[config.mk]
export PLATFORM = sky130hd
export DESIGN_NAME = bus_parity_unit
export DESIGN_NICKNAME = d
export VERILOG_FILES = /design/src/rtl/bpar_pkg.sv /design/src/rtl/bpar_role.sv /design/src/rtl/bpar_gen.sv /design/src/rtl/bpar_chk.sv /design/src/rtl/bpar_status.sv /design/src/rtl/bus_parity_unit.sv
export SDC_FILE = /design/constraint.sdc
export NUM_CORES = 1
export LEC_CHECK = 0
export BUFFER_PORTS_ARGS = -buffer_cell sky130_fd_sc_hd__buf_2
export CORE_MARGIN = 2
export CORE_UTILIZATION = 34
export DETAILED_ROUTE_END_ITERATION = 8
export GPL_TIMING_DRIVEN = 0
export PLACE_DENSITY_LB_ADDON = 0.12
export SETUP_SLACK_MARGIN = 0.4
export SLEW_MARGIN = 0
export SYNTH_ARGS = -nofsm -noshare
export SYNTH_HDL_FRONTEND = slang
export SYNTH_SLANG_ARGS = --single-unit
[constraint.sdc]
create_clock -name clk -period 1.2 [get_ports clk]
set_input_delay 0.12 -clock clk [delete_from_list [all_inputs] [get_ports clk]]
set_output_delay 0.12 -clock clk [all_outputs]
set_load 0.03 [all_outputs]
[src/rtl/bpar_pkg.sv]
package bpar_pkg;
  localparam int FOLD_W  = 64;
  localparam int ST_W    = 3;
  localparam int ST_ADDR = 0;
  localparam int ST_DATA = 1;
  localparam int ST_TGT  = 2;

  // Even-parity bit of a zero-padded vector.
  function automatic logic fold_parity(input logic [FOLD_W-1:0] v);
    logic acc;
    acc = 1'b0;
    for (int i = 0; i < FOLD_W; i++) acc ^= v[i];
    return acc;
  endfunction
endpackage

[src/rtl/bpar_role.sv]
module bpar_role (
  input  logic is_master,
  input  logic addr_phase,
  input  logic wr_phase,
  input  logic irdy,
  input  logic trdy,
  output logic gen_fire,
  output logic chk_addr,
  output logic chk_data
);
  logic xfer;
  logic drive_dir;

  assign xfer      = irdy & trdy & ~addr_phase;
  // Initiator drives write data, target drives read data.
  assign drive_dir = (is_master == wr_phase);
  assign gen_fire  = (addr_phase & is_master) | (xfer & drive_dir);
  assign chk_addr  = addr_phase & ~is_master;
  assign chk_data  = xfer & ~drive_dir;
endmodule

[src/rtl/bpar_gen.sv]
module bpar_gen (
  input  logic clk,
  input  logic rst_n,
  input  logic fire,
  input  logic par_bit,
  output logic par_out,
  output logic par_oe
);
  logic par_q, oe_q;

  always_ff @(posedge clk or negedge rst_n) begin
    if (!rst_n) begin
      par_q <= 1'b0;
      oe_q  <= 1'b0;
    end else begin
      oe_q  <= fire;
      par_q <= fire ? par_bit : 1'b0;
    end
  end

  assign par_out = par_q;
  assign par_oe  = oe_q;

  assert_gen_follows_R2: assert property (@(posedge clk) disable iff (!rst_n)
    fire |=> par_oe);
  assert_gen_value_R1: assert property (@(posedge clk) disable iff (!rst_n)
    fire |=> (par_out == $past(par_bit)));
endmodule

[src/rtl/bpar_chk.sv]
module bpar_chk (
  input  logic clk,
  input  logic rst_n,
  input  logic chk_addr,
  input  logic chk_data,
  input  logic exp_bit,
  input  logic par_in,
  input  logic report_en,
  output logic perr_out,
  output logic addr_fail,
  output logic data_fail
);
  logic pend_addr_q, pend_data_q, exp_q, perr_q;
  logic miss;

  always_ff @(posedge clk or negedge rst_n) begin
    if (!rst_n) begin
      pend_addr_q <= 1'b0;
      pend_data_q <= 1'b0;
      exp_q       <= 1'b0;
      perr_q      <= 1'b0;
    end else begin
      pend_addr_q <= chk_addr;
      pend_data_q <= chk_data;
      exp_q       <= exp_bit;
      perr_q      <= data_fail & report_en;
    end
  end

  assign miss      = (par_in != exp_q);
  assign addr_fail = pend_addr_q & miss;
  assign data_fail = pend_data_q & miss;
  assign perr_out  = perr_q;

  assert_addr_no_perr_R6: assert property (@(posedge clk) disable iff (!rst_n)
    addr_fail |=> !perr_out);
  assert_perr_gated_R5: assert property (@(posedge clk) disable iff (!rst_n)
    perr_out |-> ($past(report_en) && $past(data_fail)));
  assert_data_fail_pulse_R5: assert property (@(posedge clk) disable iff (!rst_n)
    (data_fail && report_en) |=> perr_out);
endmodule

[src/rtl/bpar_status.sv]
module bpar_status #(
  parameter int W = 3
) (
  input  logic         clk,
  input  logic         rst_n,
  input  logic [W-1:0] set,
  input  logic [W-1:0] clr,
  output logic [W-1:0] q
);
  logic [W-1:0] q_r;

  always_ff @(posedge clk or negedge rst_n) begin
    if (!rst_n) q_r <= '0;
    else        q_r <= (q_r & ~clr) | set;
  end

  assign q = q_r;

  for (genvar i = 0; i < W; i++) begin : g_bit
    assert_set_wins_R10: assert property (@(posedge clk) disable iff (!rst_n)
      set[i] |=> q[i]);
    assert_sticky_R10: assert property (@(posedge clk) disable iff (!rst_n)
      (q[i] && !clr[i]) |=> q[i]);
    assert_clear_R10: assert property (@(posedge clk) disable iff (!rst_n)
      (clr[i] && !set[i]) |=> !q[i]);
  end
endmodule

[src/rtl/bus_parity_unit.sv]
module bus_parity_unit #(
  parameter int AD_W = 32,
  parameter int BE_W = 4
) (
  input  logic                     clk,
  input  logic                     rst_n,
  input  logic                     is_master,
  input  logic                     addr_phase,
  input  logic                     wr_phase,
  input  logic                     irdy,
  input  logic                     trdy,
  input  logic [AD_W-1:0]          ad_in,
  input  logic [BE_W-1:0]          cbe_in,
  input  logic                     par_in,
  input  logic                     perr_in,
  input  logic                     report_en,
  input  logic [bpar_pkg::ST_W-1:0] status_clr,
  output logic                     par_out,
  output logic                     par_oe,
  output logic                     perr_out,
  output logic [bpar_pkg::ST_W-1:0] status
);
  import bpar_pkg::*;

  localparam int BUS_W = AD_W + BE_W;

  logic [FOLD_W-1:0] bus_vec;
  logic              bus_par;
  logic              gen_fire, chk_addr, chk_data;
  logic              addr_fail, data_fail, tgt_err;
  logic [ST_W-1:0]   st_set;

  assign bus_vec = FOLD_W'({cbe_in, ad_in});
  assign bus_par = fold_parity(bus_vec);
  assign tgt_err = perr_in & is_master & wr_phase;

  always_comb begin
    st_set          = '0;
    st_set[ST_ADDR] = addr_fail;
    st_set[ST_DATA] = data_fail;
    st_set[ST_TGT]  = tgt_err;
  end

  bpar_role u_role (
    .is_master (is_master),
    .addr_phase(addr_phase),
    .wr_phase  (wr_phase),
    .irdy      (irdy),
    .trdy      (trdy),
    .gen_fire  (gen_fire),
    .chk_addr  (chk_addr),
    .chk_data  (chk_data)
  );

  bpar_gen u_gen (
    .clk    (clk),
    .rst_n  (rst_n),
    .fire   (gen_fire),
    .par_bit(bus_par),
    .par_out(par_out),
    .par_oe (par_oe)
  );

  bpar_chk u_chk (
    .clk      (clk),
    .rst_n    (rst_n),
    .chk_addr (chk_addr),
    .chk_data (chk_data),
    .exp_bit  (bus_par),
    .par_in   (par_in),
    .report_en(report_en),
    .perr_out (perr_out),
    .addr_fail(addr_fail),
    .data_fail(data_fail)
  );

  bpar_status #(.W(ST_W)) u_status (
    .clk  (clk),
    .rst_n(rst_n),
    .set  (st_set),
    .clr  (status_clr),
    .q    (status)
  );

  initial begin
    if (BUS_W > FOLD_W) $error("bus wider than parity fold");
  end

  assert_incomplete_quiet_R9: assert property (@(posedge clk) disable iff (!rst_n)
    (!addr_phase && !(irdy && trdy)) |=> (!par_oe && !addr_fail && !data_fail));
  assert_no_drive_and_check_R4: assert property (@(posedge clk) disable iff (!rst_n)
    !(gen_fire && (chk_addr || chk_data)));
  assert_target_err_R8: assert property (@(posedge clk) disable iff (!rst_n)
    (perr_in && is_master && wr_phase) |=> status[ST_TGT]);
  assert_target_err_ignored_R8: assert property (@(posedge clk) disable iff (!rst_n)
    (!(perr_in && is_master && wr_phase) && !status[ST_TGT]) |=> !status[ST_TGT]);
endmodule

Word level (Yosys, flattened, before mapping)
Index checks and enable logic that the tools add are counted.
W data, S select, Z words.
- input bits: 49
- word-level logic and storage cells: 63
- bits in registers: 9
- output and inout port bits: 6
- equality and inequality tests: 2
- bitwise logic cells: 53
- mux-type cells: 1
- operators by type and width (cell ; number):
    $xor A1 B1 Y1 ; 35
    $and A1 B1 Y1 ; 11
    $and A3 B3 Y3 ; 1
    $not A1 Y1 ; 3
    $not A3 Y3 ; 1
    $or A3 B3 Y3 ; 1
    $eq A1 B1 Y1 ; 1
    $mux W1 ; 1
    $ne A1 B1 Y1 ; 1
    $or A1 B1 Y1 ; 1

Depth between registers and ports, before layout
- depth after elaboration: 36
- depth in mapped cells: 5
- gate-level depth less buffers: 5

Modules after synthesis
From an unflattened synthesis, not the netlist that was laid out.
- cells, all modules: 63
- area total of the unflattened synthesis: 663.1 sq um
- modules (own cells, without submodules) (module ; times used ; cells an instance ; area an instance (sq um) ; sequential area each (sq um)):
    bus_parity_unit ; 1 ; 35 ; 317.8 ; 0.0
    bpar_chk ; 1 ; 8 ; 130.1 ; 100.1
    bpar_status ; 1 ; 9 ; 108.9 ; 75.1
    bpar_gen ; 1 ; 3 ; 56.3 ; 50.0
    bpar_role ; 1 ; 8 ; 50.0 ; 0.0

Worst setup path before layout
OpenSTA, ideal clock, no wires.
- kind: input-to-reg
- from: input ad_in[27]
- to: register u_chk.exp_q
- required time: 1.077 ns
- library setup time: 0.123 ns
- path buffers: 0
- arrival: 1.151 ns
- cell stages on the path: 5
- setup slack: -0.074 ns
- cell sequence: xor2_1 -> xnor2_1 -> xnor2_1 -> xnor3_1 -> xnor2_1
- cells in the longest elaborated chain, start to end: 9
- ends and longest elaborated chain (element ; RTL line ; text):
    from (decl) ; bus_parity_unit.sv:12 ; input logic [AD_W-1:0] ad_in,
    $xor A1 B1 Y1 (9 in a row) ; bpar_pkg.sv:12 ; for (int i = 0; i < FOLD_W; i++) acc ^= v[i];
    net bus_par ; bus_parity_unit.sv:28 ; logic bus_par;
    to (signal assigned) ; bpar_chk.sv:25 ; exp_q <= exp_bit;
    to (decl) ; bpar_chk.sv:13 ; logic pend_addr_q, pend_data_q, exp_q, perr_q;
The timed path passes the listed nets, and every way through them passes these cells.

Worst setup path in the final report
Same ends and word-level chain as after synthesis.

==> impl_metrics.ini <==
[synthesis]
syn_inst = 63
synth_nets = 112
synth_seq_area_share_pct = 34.1
ys_ff_latch = 9
yosysWarningCount = 0
syn_area_um2 = 661
syn_avg_cell_area_um2 = 10.5
ys_types = 15

[detailed_routing]
antenna_left = 0
routedWlPerCell_um = 9.36
drc_errors = 0
drt-initial-drc-count = 3
num_vias = 620
wl_mm = 1.39
routed_via_density = 4.19
drtPass1Iterations = 2

[place]
dp_slack_ns = -0.246
place_area_um2 = 970
gp_congestion = 0.560
placement.io_buffers = 54

[cts]
htree_levels = 1
clockRootBuffer = clkbuf_4
cts.clk_slew.worst_paths_ns = 0.06
numCtsBuffers = 3
cts_num_sinks = 9
clockBufferDepth = 2
cts_tree = done
clock_latency_ns = 0.25

[global_routing]
grtUsageTotal_pct = 12.3
grt_first_pass_wirelength_mm = 1.95
antenna_found_initial = 0
grt_pass1_vias = 546
grt-ovfl-total = 0
grt_max_degree = 10

[floorplanning]
start_util_pct = 37.1
dieArea_um2 = 2310
pin_count = 55
num_rows = 15
coreArea_um2 = 1780
die_h_um = 48.1
die_w_um = 48.1

[layout]
diodes = 0
drive_gt1_share_pct = 52.8
syn2layout_area_growth_pct = 74.2
regArea_um2 = 225
fill_cells = 146
finalCoreUtilization_pct = 64.6
final_area_um2 = 1150
fin_nets = 173
multi_input_comb_area_um2 = 488
final_common_cell = buf_2
final_cell_mix = buf_2, xnor2_1, buf_6

[critical_path]
crit_path_max_incr_delay_ns = 0.47
critPathKind = in2reg
cp.arrival_ns = 1.31
cp_max_fo = 2
end_kind = flip-flop
cp_data_required_time_ns = 1.34
crit_chain = buf_2 > xor2_1 > xnor2_1 > xnor2_1 > xnor3_1 > xnor2_1
timing.critical_path.buf_inv = 1
cp_top_family = XOR/XNOR gates
start_kind = input port
cpMaxStageDelayCell = xnor3_1
cpMostUsedCell = xnor2_1

[sta]
slew_viol_final = 0
post-route-period-util_pct = 97.4
setup_violations = 0
fin_setup_tns_ns = 0
fin_crit_ns = 1.17
hold-worst-slack_ns = 0.0222
worstMarginPinSlew_ns = 0.346
hold_viol_final = 0
rsz0062_at_grt = yes
fmax_mhz = 855
setup_slack_ns = 0.0307
finalClockSkew_ns = 0.00156
maxSlewHeadroom_pct = 76.7

[job]
maxCapViolCount = 0

[min_path]
hold_path_class = in2reg

[pwr]
ir_drop_uv = 729
leakagePower_nw = 0.570
power.density_nw_per_um2 = 1170

[status]
outcome = completed
==> final timing paths <==
path                                         from        endpoint  slack (ns)  cells past startpoint
min in group asynchronous                   rst_n   u_status.q[1]        0.23                      2
max in group asynchronous                   rst_n   u_status.q[2]        0.80                      2
worst max-delay path                    ad_in[27]     u_chk.exp_q        0.03                      6
worst min-delay path                status_clr[0]   u_status.q[0]        0.02                      2
worst min register to register  u_chk.pend_addr_q   u_status.q[0]        0.46                      2
worst max register to register        u_chk.exp_q  u_chk.perr_out        0.39                      2
==> power by group <==
part           total (mW)  internal [mW]  switching [mW]
Sequential          0.388          0.358          0.0303
Combinational       0.727          0.435           0.292
Clock               0.226          0.128          0.0985
Total                1.34          0.921           0.421
==> final cells by class <==
type,instances,area share (%)
multi-input combinational,51,42.4
sequential,9,19.6
clock buffer,4,2.28
timing repair buffer,56,32.1
inverter,3,0.978
tap,25,2.72
==> Yosys cell counts (all sizes together) <==
| cell type | number | area share [%] |
|---|---|---|
| nand3b | 1 | 1.1 |
| xnor2 | 29 | 38 |
| o21ai | 4 | 3.0 |
| xnor3 | 2 | 6.8 |
| inv | 3 | 1.7 |
| nand2 | 3 | 1.7 |
| o31ai | 1 | 1.1 |
| nor2b | 1 | 0.95 |
| nand3 | 1 | 0.76 |
| xor2 | 4 | 5.3 |
| nand2b | 1 | 0.95 |
| dfrtp | 9 | 34 |
| and3 | 2 | 1.9 |
| nor2 | 1 | 0.57 |
| mux2i | 1 | 1.5 |
==> routing by layer <==
| layer | wire [um] | up-vias | track usage, % | share of wire (%) |
|---|---|---|---|---|
| met4 | 13 | 0 | 8.11 | 0.94 |
| met5 | 0 | - | 0 | 0 |
| li1 | - | 321 | - | - |
| met2 | 786 | 31 | 23.5 | 57 |
| met1 | 487 | 266 | 11.8 | 35 |
| met3 | 98 | 2 | 2.26 | 7.1 |
==> flip-flops by register name (all words and copies together), names as in the netlist <==
register	count
u_chk.exp_q	1
u_chk.pend_addr_q	1
u_chk.pend_data_q	1
u_chk.perr_out	1
u_gen.par_oe	1
u_gen.par_out	1
u_status.q	3
==> cells by family after synthesis <==
kind of cell	Yosys count	share of synthesized area [%]
flip-flops	9	34.1
AND/OR/NAND/NOR	10	7.95
buffers and inverters	3	1.70
XOR/XNOR	35	50.6
AO/OA/AOI/OAI	5	4.17
multiplexers	1	1.52
==> stage by stage <==
stage,power (mW),instances
after floorplan,0.860,63
after global placement,1.01,142
after detailed placement,1.02,142
after CTS,1.32,148
after global routing,1.44,148
final,1.34,148
==> timing repair <==
item | CTS | global route
hold buffers | 1 | 0
setup endpoints to repair | 9 | 11
resized for setup | 20 | 8
setup buffers | 1 | 0
hold endpoints to repair | 9 | 0
pin swaps | 7 | 7
Power figures use the tool's default switching activity.
